File: src/rtl/mon_tx_pkg.sv
package mon_tx_pkg;

   typedef enum logic [1:0] {
      MTX_IDLE = 2'd0,
      MTX_SEND = 2'd1,
      MTX_EOM  = 2'd2
   } mtx_state_e;

   function automatic int unsigned width_for(input int unsigned n);
      return (n < 2) ? 1 : $clog2(n + 1);
   endfunction

endpackage

File: src/rtl/mon_hold.sv
module mon_hold #(
   parameter int unsigned DATA_W = 8
) (
   input  logic              clk,
   input  logic              rst_n,
   input  logic [DATA_W-1:0] push_data,
   input  logic              push_last,
   input  logic              push_valid,
   output logic              push_ready,
   input  logic              take,
   input  logic              flush,
   output logic              slot_valid,
   output logic [DATA_W-1:0] slot_data,
   output logic              slot_last
);

   logic              valid_q;
   logic [DATA_W-1:0] data_q;
   logic              last_q;

   assign push_ready = ~valid_q;
   assign slot_valid = valid_q;
   assign slot_data  = data_q;
   assign slot_last  = last_q;

   always_ff @(posedge clk or negedge rst_n) begin
      if (!rst_n) begin
         valid_q <= 1'b0;
         data_q  <= '1;
         last_q  <= 1'b0;
      end else if (flush || take) begin
         valid_q <= 1'b0;
      end else if (push_valid && ~valid_q) begin
         valid_q <= 1'b1;
         data_q  <= push_data;
         last_q  <= push_last;
      end
   end

endmodule

File: src/rtl/mon_collide.sv
module mon_collide #(
   parameter int unsigned DATA_W = 8
) (
   input  logic [DATA_W-1:0] driven,
   input  logic [DATA_W-1:0] sensed,
   output logic              hit
);

   logic [DATA_W-1:0] bit_clash;

   for (genvar b = 0; b < DATA_W; b++) begin : g_bit
      assign bit_clash[b] = driven[b] & ~sensed[b];
   end

   assign hit = |bit_clash;

endmodule

File: src/rtl/mon_eom_ctr.sv
module mon_eom_ctr #(
   parameter int unsigned EOM_FRAMES = 2
) (
   input  logic clk,
   input  logic rst_n,
   input  logic clear,
   input  logic step,
   input  logic mr_idle,
   output logic reached
);
   import mon_tx_pkg::*;

   localparam int unsigned CNT_W = width_for(EOM_FRAMES);

   logic [CNT_W-1:0] cnt_q;

   assign reached = step && mr_idle && (cnt_q == CNT_W'(EOM_FRAMES - 1));

   always_ff @(posedge clk or negedge rst_n) begin
      if (!rst_n) begin
         cnt_q <= '0;
      end else if (clear) begin
         cnt_q <= '0;
      end else if (step) begin
         if (!mr_idle) cnt_q <= '0;
         else if (!reached) cnt_q <= cnt_q + 1'b1;
         else cnt_q <= '0;
      end
   end

endmodule

File: src/rtl/mon_handshake_tx.sv
module mon_handshake_tx #(
   parameter int unsigned DATA_W     = 8,
   parameter int unsigned MIN_REPS   = 2,
   parameter int unsigned EOM_FRAMES = 2
) (
   input  logic              clk,
   input  logic              rst_n,
   input  logic              frame_stb_i,
   input  logic [DATA_W-1:0] in_data_i,
   input  logic              in_last_i,
   input  logic              in_valid_i,
   output logic              in_ready_o,
   output logic [DATA_W-1:0] mon_tx_o,
   output logic              mx_n_o,
   input  logic [DATA_W-1:0] mon_rx_i,
   input  logic              mx_rx_n_i,
   input  logic              mr_n_i,
   output logic              abort_o,
   output logic              done_o
);
   import mon_tx_pkg::*;

   localparam int unsigned REP_W   = width_for(MIN_REPS);
   localparam int unsigned REP_MAX = (MIN_REPS > 0) ? MIN_REPS - 1 : 0;

   if (DATA_W < 1) begin : g_bad_width
      $error("mon_handshake_tx: DATA_W must be at least 1");
   end
   if (MIN_REPS < 1) begin : g_bad_reps
      $error("mon_handshake_tx: MIN_REPS must be at least 1");
   end
   if (EOM_FRAMES < 2) begin : g_bad_eom
      $error("mon_handshake_tx: EOM_FRAMES must be at least 2");
   end

   mtx_state_e        st_q;
   logic [DATA_W-1:0] tx_q;
   logic              mx_q;
   logic              mr_prev_q;
   logic              acked_q;
   logic              cur_last_q;
   logic [REP_W-1:0]  rep_q;
   logic              abort_q;
   logic              done_q;

   logic              slot_valid;
   logic [DATA_W-1:0] slot_data;
   logic              slot_last;
   logic              clash;
   logic              eom_reached;

   logic              in_send;
   logic              rep_ok;
   logic              mr_fall;
   logic              ack_now;
   logic              start_go;
   logic              next_go;
   logic              finish_go;
   logic              abort_go;
   logic              take;

   mon_hold #(.DATA_W(DATA_W)) u_hold (
      .clk        (clk),
      .rst_n      (rst_n),
      .push_data  (in_data_i),
      .push_last  (in_last_i),
      .push_valid (in_valid_i),
      .push_ready (in_ready_o),
      .take       (take),
      .flush      (abort_go),
      .slot_valid (slot_valid),
      .slot_data  (slot_data),
      .slot_last  (slot_last)
   );

   mon_collide #(.DATA_W(DATA_W)) u_collide (
      .driven (tx_q),
      .sensed (mon_rx_i),
      .hit    (clash)
   );

   mon_eom_ctr #(.EOM_FRAMES(EOM_FRAMES)) u_eom (
      .clk     (clk),
      .rst_n   (rst_n),
      .clear   (finish_go),
      .step    (frame_stb_i && (st_q == MTX_EOM)),
      .mr_idle (mr_n_i),
      .reached (eom_reached)
   );

   always_comb begin
      in_send   = (st_q == MTX_SEND);
      rep_ok    = (rep_q >= REP_W'(REP_MAX));
      mr_fall   = mr_prev_q && !mr_n_i;
      ack_now   = acked_q || (mr_fall && rep_ok);
      abort_go  = frame_stb_i && in_send && clash;
      start_go  = frame_stb_i && (st_q == MTX_IDLE) && slot_valid && mx_rx_n_i;
      next_go   = frame_stb_i && in_send && !clash && ack_now &&
                  !cur_last_q && slot_valid;
      finish_go = frame_stb_i && in_send && !clash && ack_now && cur_last_q;
      take      = start_go || next_go;
   end

   always_ff @(posedge clk or negedge rst_n) begin
      if (!rst_n) begin
         st_q       <= MTX_IDLE;
         tx_q       <= '1;
         mx_q       <= 1'b1;
         mr_prev_q  <= 1'b1;
         acked_q    <= 1'b0;
         cur_last_q <= 1'b0;
         rep_q      <= '0;
         abort_q    <= 1'b0;
         done_q     <= 1'b0;
      end else begin
         abort_q <= 1'b0;
         done_q  <= 1'b0;
         if (frame_stb_i) begin
            mr_prev_q <= mr_n_i;
            unique case (st_q)
               MTX_IDLE: begin
                  if (start_go) begin
                     st_q       <= MTX_SEND;
                     tx_q       <= slot_data;
                     cur_last_q <= slot_last;
                     mx_q       <= 1'b0;
                     rep_q      <= '0;
                     acked_q    <= 1'b0;
                  end
               end
               MTX_SEND: begin
                  if (abort_go) begin
                     st_q    <= MTX_IDLE;
                     tx_q    <= '1;
                     mx_q    <= 1'b1;
                     acked_q <= 1'b0;
                     abort_q <= 1'b1;
                  end else if (finish_go) begin
                     st_q    <= MTX_EOM;
                     tx_q    <= '1;
                     mx_q    <= 1'b1;
                     acked_q <= 1'b0;
                  end else if (next_go) begin
                     tx_q       <= slot_data;
                     cur_last_q <= slot_last;
                     rep_q      <= '0;
                     acked_q    <= 1'b0;
                  end else begin
                     acked_q <= ack_now;
                     if (!rep_ok) rep_q <= rep_q + 1'b1;
                  end
               end
               MTX_EOM: begin
                  if (eom_reached) begin
                     st_q   <= MTX_IDLE;
                     done_q <= 1'b1;
                  end
               end
               default: begin
                  st_q <= MTX_IDLE;
                  tx_q <= '1;
                  mx_q <= 1'b1;
               end
            endcase
         end
      end
   end

   assign mon_tx_o = tx_q;
   assign mx_n_o   = mx_q;
   assign abort_o  = abort_q;
   assign done_o   = done_q;

endmodule

File: config.mk
export PLATFORM = sky130hd
export DESIGN_NAME = mon_handshake_tx
export DESIGN_NICKNAME = d
export VERILOG_FILES = /design/src/rtl/mon_tx_pkg.sv /design/src/rtl/mon_hold.sv /design/src/rtl/mon_collide.sv /design/src/rtl/mon_eom_ctr.sv /design/src/rtl/mon_handshake_tx.sv
export SDC_FILE = /design/constraint.sdc
export NUM_CORES = 1
export LEC_CHECK = 0
export ABC_AREA = 0
export BUFFER_PORTS_ARGS = -buffer_cell sky130_fd_sc_hd__buf_2
export CAP_MARGIN = 20
export CORE_MARGIN = 4
export CORE_UTILIZATION = 53
export CTS_BUF_LIST = sky130_fd_sc_hd__clkbuf_8 sky130_fd_sc_hd__clkbuf_16
export DETAILED_ROUTE_END_ITERATION = 6
export HOLD_SLACK_MARGIN = 0.05
export PLACE_DENSITY = 0.81
export SYNTH_ARGS = -nofsm -noshare
export SYNTH_HDL_FRONTEND = slang
export SYNTH_SLANG_ARGS = --single-unit
File: constraint.sdc
create_clock -name clk -period 2.54 [get_ports clk]
set_clock_uncertainty 0.1 [all_clocks]
set_input_delay 0.254 -clock clk [delete_from_list [all_inputs] [get_ports clk]]
set_output_delay 0.254 -clock clk [all_outputs]
set_load 0.02 [all_outputs]
==> qor.yml <==
fin_ws_ns: 0.534
fin_tns_setup_ns: 0
yosysMostFrequentCell: "dfstp_2"
place_area_sq_mm: 0.00181
yosysWarnings: 0
min_from: "in_last_i"
ant_nets: 0
design_area_sq_mm: 0.00191
h-tree-depth: 2
finish.utilization: 0.668
power_density_mw_per_mm2: 1110
fmax_mhz: 499
crit_type: "flip-flop to flip-flop"
core-area_sq_mm: 0.00285
place_congestion: 0.877
leakage_nw: 0.899
synthCells: 149
grt_setup_unrepaired: "no"
finalHoldViolCount: 0
cts_tree: "built"
outcome: "completed"
grt.overflow.total: 0
dp_hpwl_mm: 2.57
start_util: 0.572
worst_pin_slew_ns: 0.647
vias: 1284
ios: 35
synth_edf_count: 0
period_minus_slack_ns: 2.01
cts_sinks: 30
dr.pass1.iters: 4
synth_top_area_cell: "dfstp_2"
whs_endpoint: "u_hold.slot_last"
r2r_slack_ns: 0.53
finalCritPeriodShare: 0.790
antenna_found_initial: 0
ys.flop_type: "dfstp_2"
grt_use_total: 0.196
synth_common_cells: "dfstp_2, inv_1, nor2_1"
die_y_um: 63.5
endpoint_kind: "flip-flop"
routedWlPerCell_um: 15.6
io_buffer_count: 34
die_area_sq_mm: 0.00403
synth_cell_types: 45
power_mw: 2.11
rows: 19
avgSynthCellArea_sq_um: 11.0
drt-initial-drc-count: 40
avgViaCountPerCell: 5.89
cts_buffer_depth: 2
synth.area.top_cells: "dfstp_2, dfrtp_1, mux2_4"
cp_max_fo: 6
setup_viol: 0
worstSetupStartpointType: "flip-flop"
hold_path_depth: 2
rr_endpoint: "rep_q[0]"
ys_ff_latch: 30
synth_area_sq_mm: 0.00163
maxCapViolCount: 0
reg2reg_from: "rep_q[0]"
final_cells: 218
synth_top_area_frac: 0.290
whs_ns: 0.105
nets: 210
cts-root-buf: "clkbuf_8"
grt_pass1_vias: 1366
cp.arrival_ns: 2.08
synth_nets: 173
insertion_delay_ns: 0.28
preCtsSetupSlack_ns: 0.551
hp-class: "input port to flip-flop"
totalWireLength_mm: 3.41
grt_max_degree: 31
grt_pass1_wl_mm: 6.10
synth-seq-area-share: 0.474
rr_worst_depth: 7
area_growth_pct: 16.7
maxSlewViolCount: 0
max_slew_margin: 0.569
die_w_um: 63.5
ys_async_sr_fraction: 1.00
cts_made_buffers: 5
cp.required_ns: 2.61
antenna_cells: 0
drive_gt1_frac: 0.444
dp.cells: 209
irDropWorstVdd_v: 0.000620
path_clk_slew_ns: 0.06
drc: 0
==> state kept, by name (all words and copies together), names as in the netlist <==
signal	flops
abort_o	1
acked_q	1
cur_last_q	1
done_o	1
mon_tx_o	8
mr_prev_q	1
mx_n_o	1
rep_q	2
st_q	2
u_eom.cnt_q	2
u_hold.slot_data	8
u_hold.slot_last	1
u_hold.slot_valid	1
==> critical path: stages (launching register included) <==
cell and delay [ns]:
dfrtp_1 0.38, inv_1 0.10, ha_1 0.28, nor3b_2 0.10, o21a_1 0.23, nor4_1 0.34, o22ai_1 0.14, a41o_1 0.23
==> worst max-delay path by stage <==
stage,startpoint,end,depth (start not counted)
2_1_floorplan,mon_tx_o[3],u_hold.slot_last,5
5_1_grt,rep_q[0],rep_q[0],7
3_3_place_gp,mon_tx_o[3],u_hold.slot_last,5
4_1_cts,mon_tx_o[0],u_hold.slot_last,5
3_5_place_dp,mon_tx_o[0],u_hold.slot_last,5
6_report,rep_q[0],rep_q[0],7
==> report_power, final <==
part           leakage [nW]  switching, mW  internal (mW)
Sequential            0.344          0.147          0.763
Clock                0.0491          0.173          0.185
Combinational         0.506          0.469          0.377
==> timing repair <==
action	CTS	global route
hold buffers	1	0
gates resized for setup	0	0
buffers inserted	0	0
hold endpoints to repair	12	0
==> cell usage in the layout (no fill, tap or decap), types with 2 or more instances in the layout <==
master,netlist,routed
a41o_1,2,2
nor3_1,2,2
nand2_1,6,6
nor3b_1,2,2
nand3_1,2,2
dfrtp_1,12,12
o21ai_0,6,6
o22ai_1,3,3
a21oi_1,3,3
buf_2,2,34
inv_1,16,17
dfstp_2,18,18
o2111ai_4,2,2
mux2_4,9,9
clkbuf_8,0,5
o21ba_2,2,2
nor2_1,13,13
or3_1,3,3
a31o_2,2,2
a31oi_1,10,10
clkinv_2,0,2
nand2b_1,8,8
==> cell families (layout without fill, tap and decap cells) <==
logic type,Yosys count,in the layout,synth area share
DFF,30,30,0.474
buffers and inverters,22,60,0.0567
muxes,10,10,0.0897
AOI/OAI and AO/OA,42,42,0.215
adders and majority gates,1,1,0.00766
and+or+nand+nor,44,44,0.157
==> metal layers <==
| metal | wire [um] | track usage | vias up | part of all wire |
|---|---|---|---|---|
| met5 | 0 | 0 | - | 0 |
| li1 | - | - | 607 | - |
| met1 | 1350 | 0.224 | 614 | 0.40 |
| met3 | 263 | 0.0639 | 10 | 0.077 |
| met2 | 1710 | 0.321 | 53 | 0.50 |
| met4 | 86 | 0.111 | 0 | 0.025 |
==> layout make-up <==
| class | count | area [sq um] |
|---|---|---|
| Clock inverter | 3 | 13.8 |
| Multi-Input combinational cell | 97 | 767 |
| Timing Repair Buffer | 35 | 180 |
| Tap cell | 31 | 38.8 |
| Sequential cell | 30 | 773 |
| Fill cell | 230 | 947 |
| Inverter | 17 | 63.8 |
| Clock buffer | 5 | 68.8 |
Note: power is estimated with default switching activity, not from simulation.
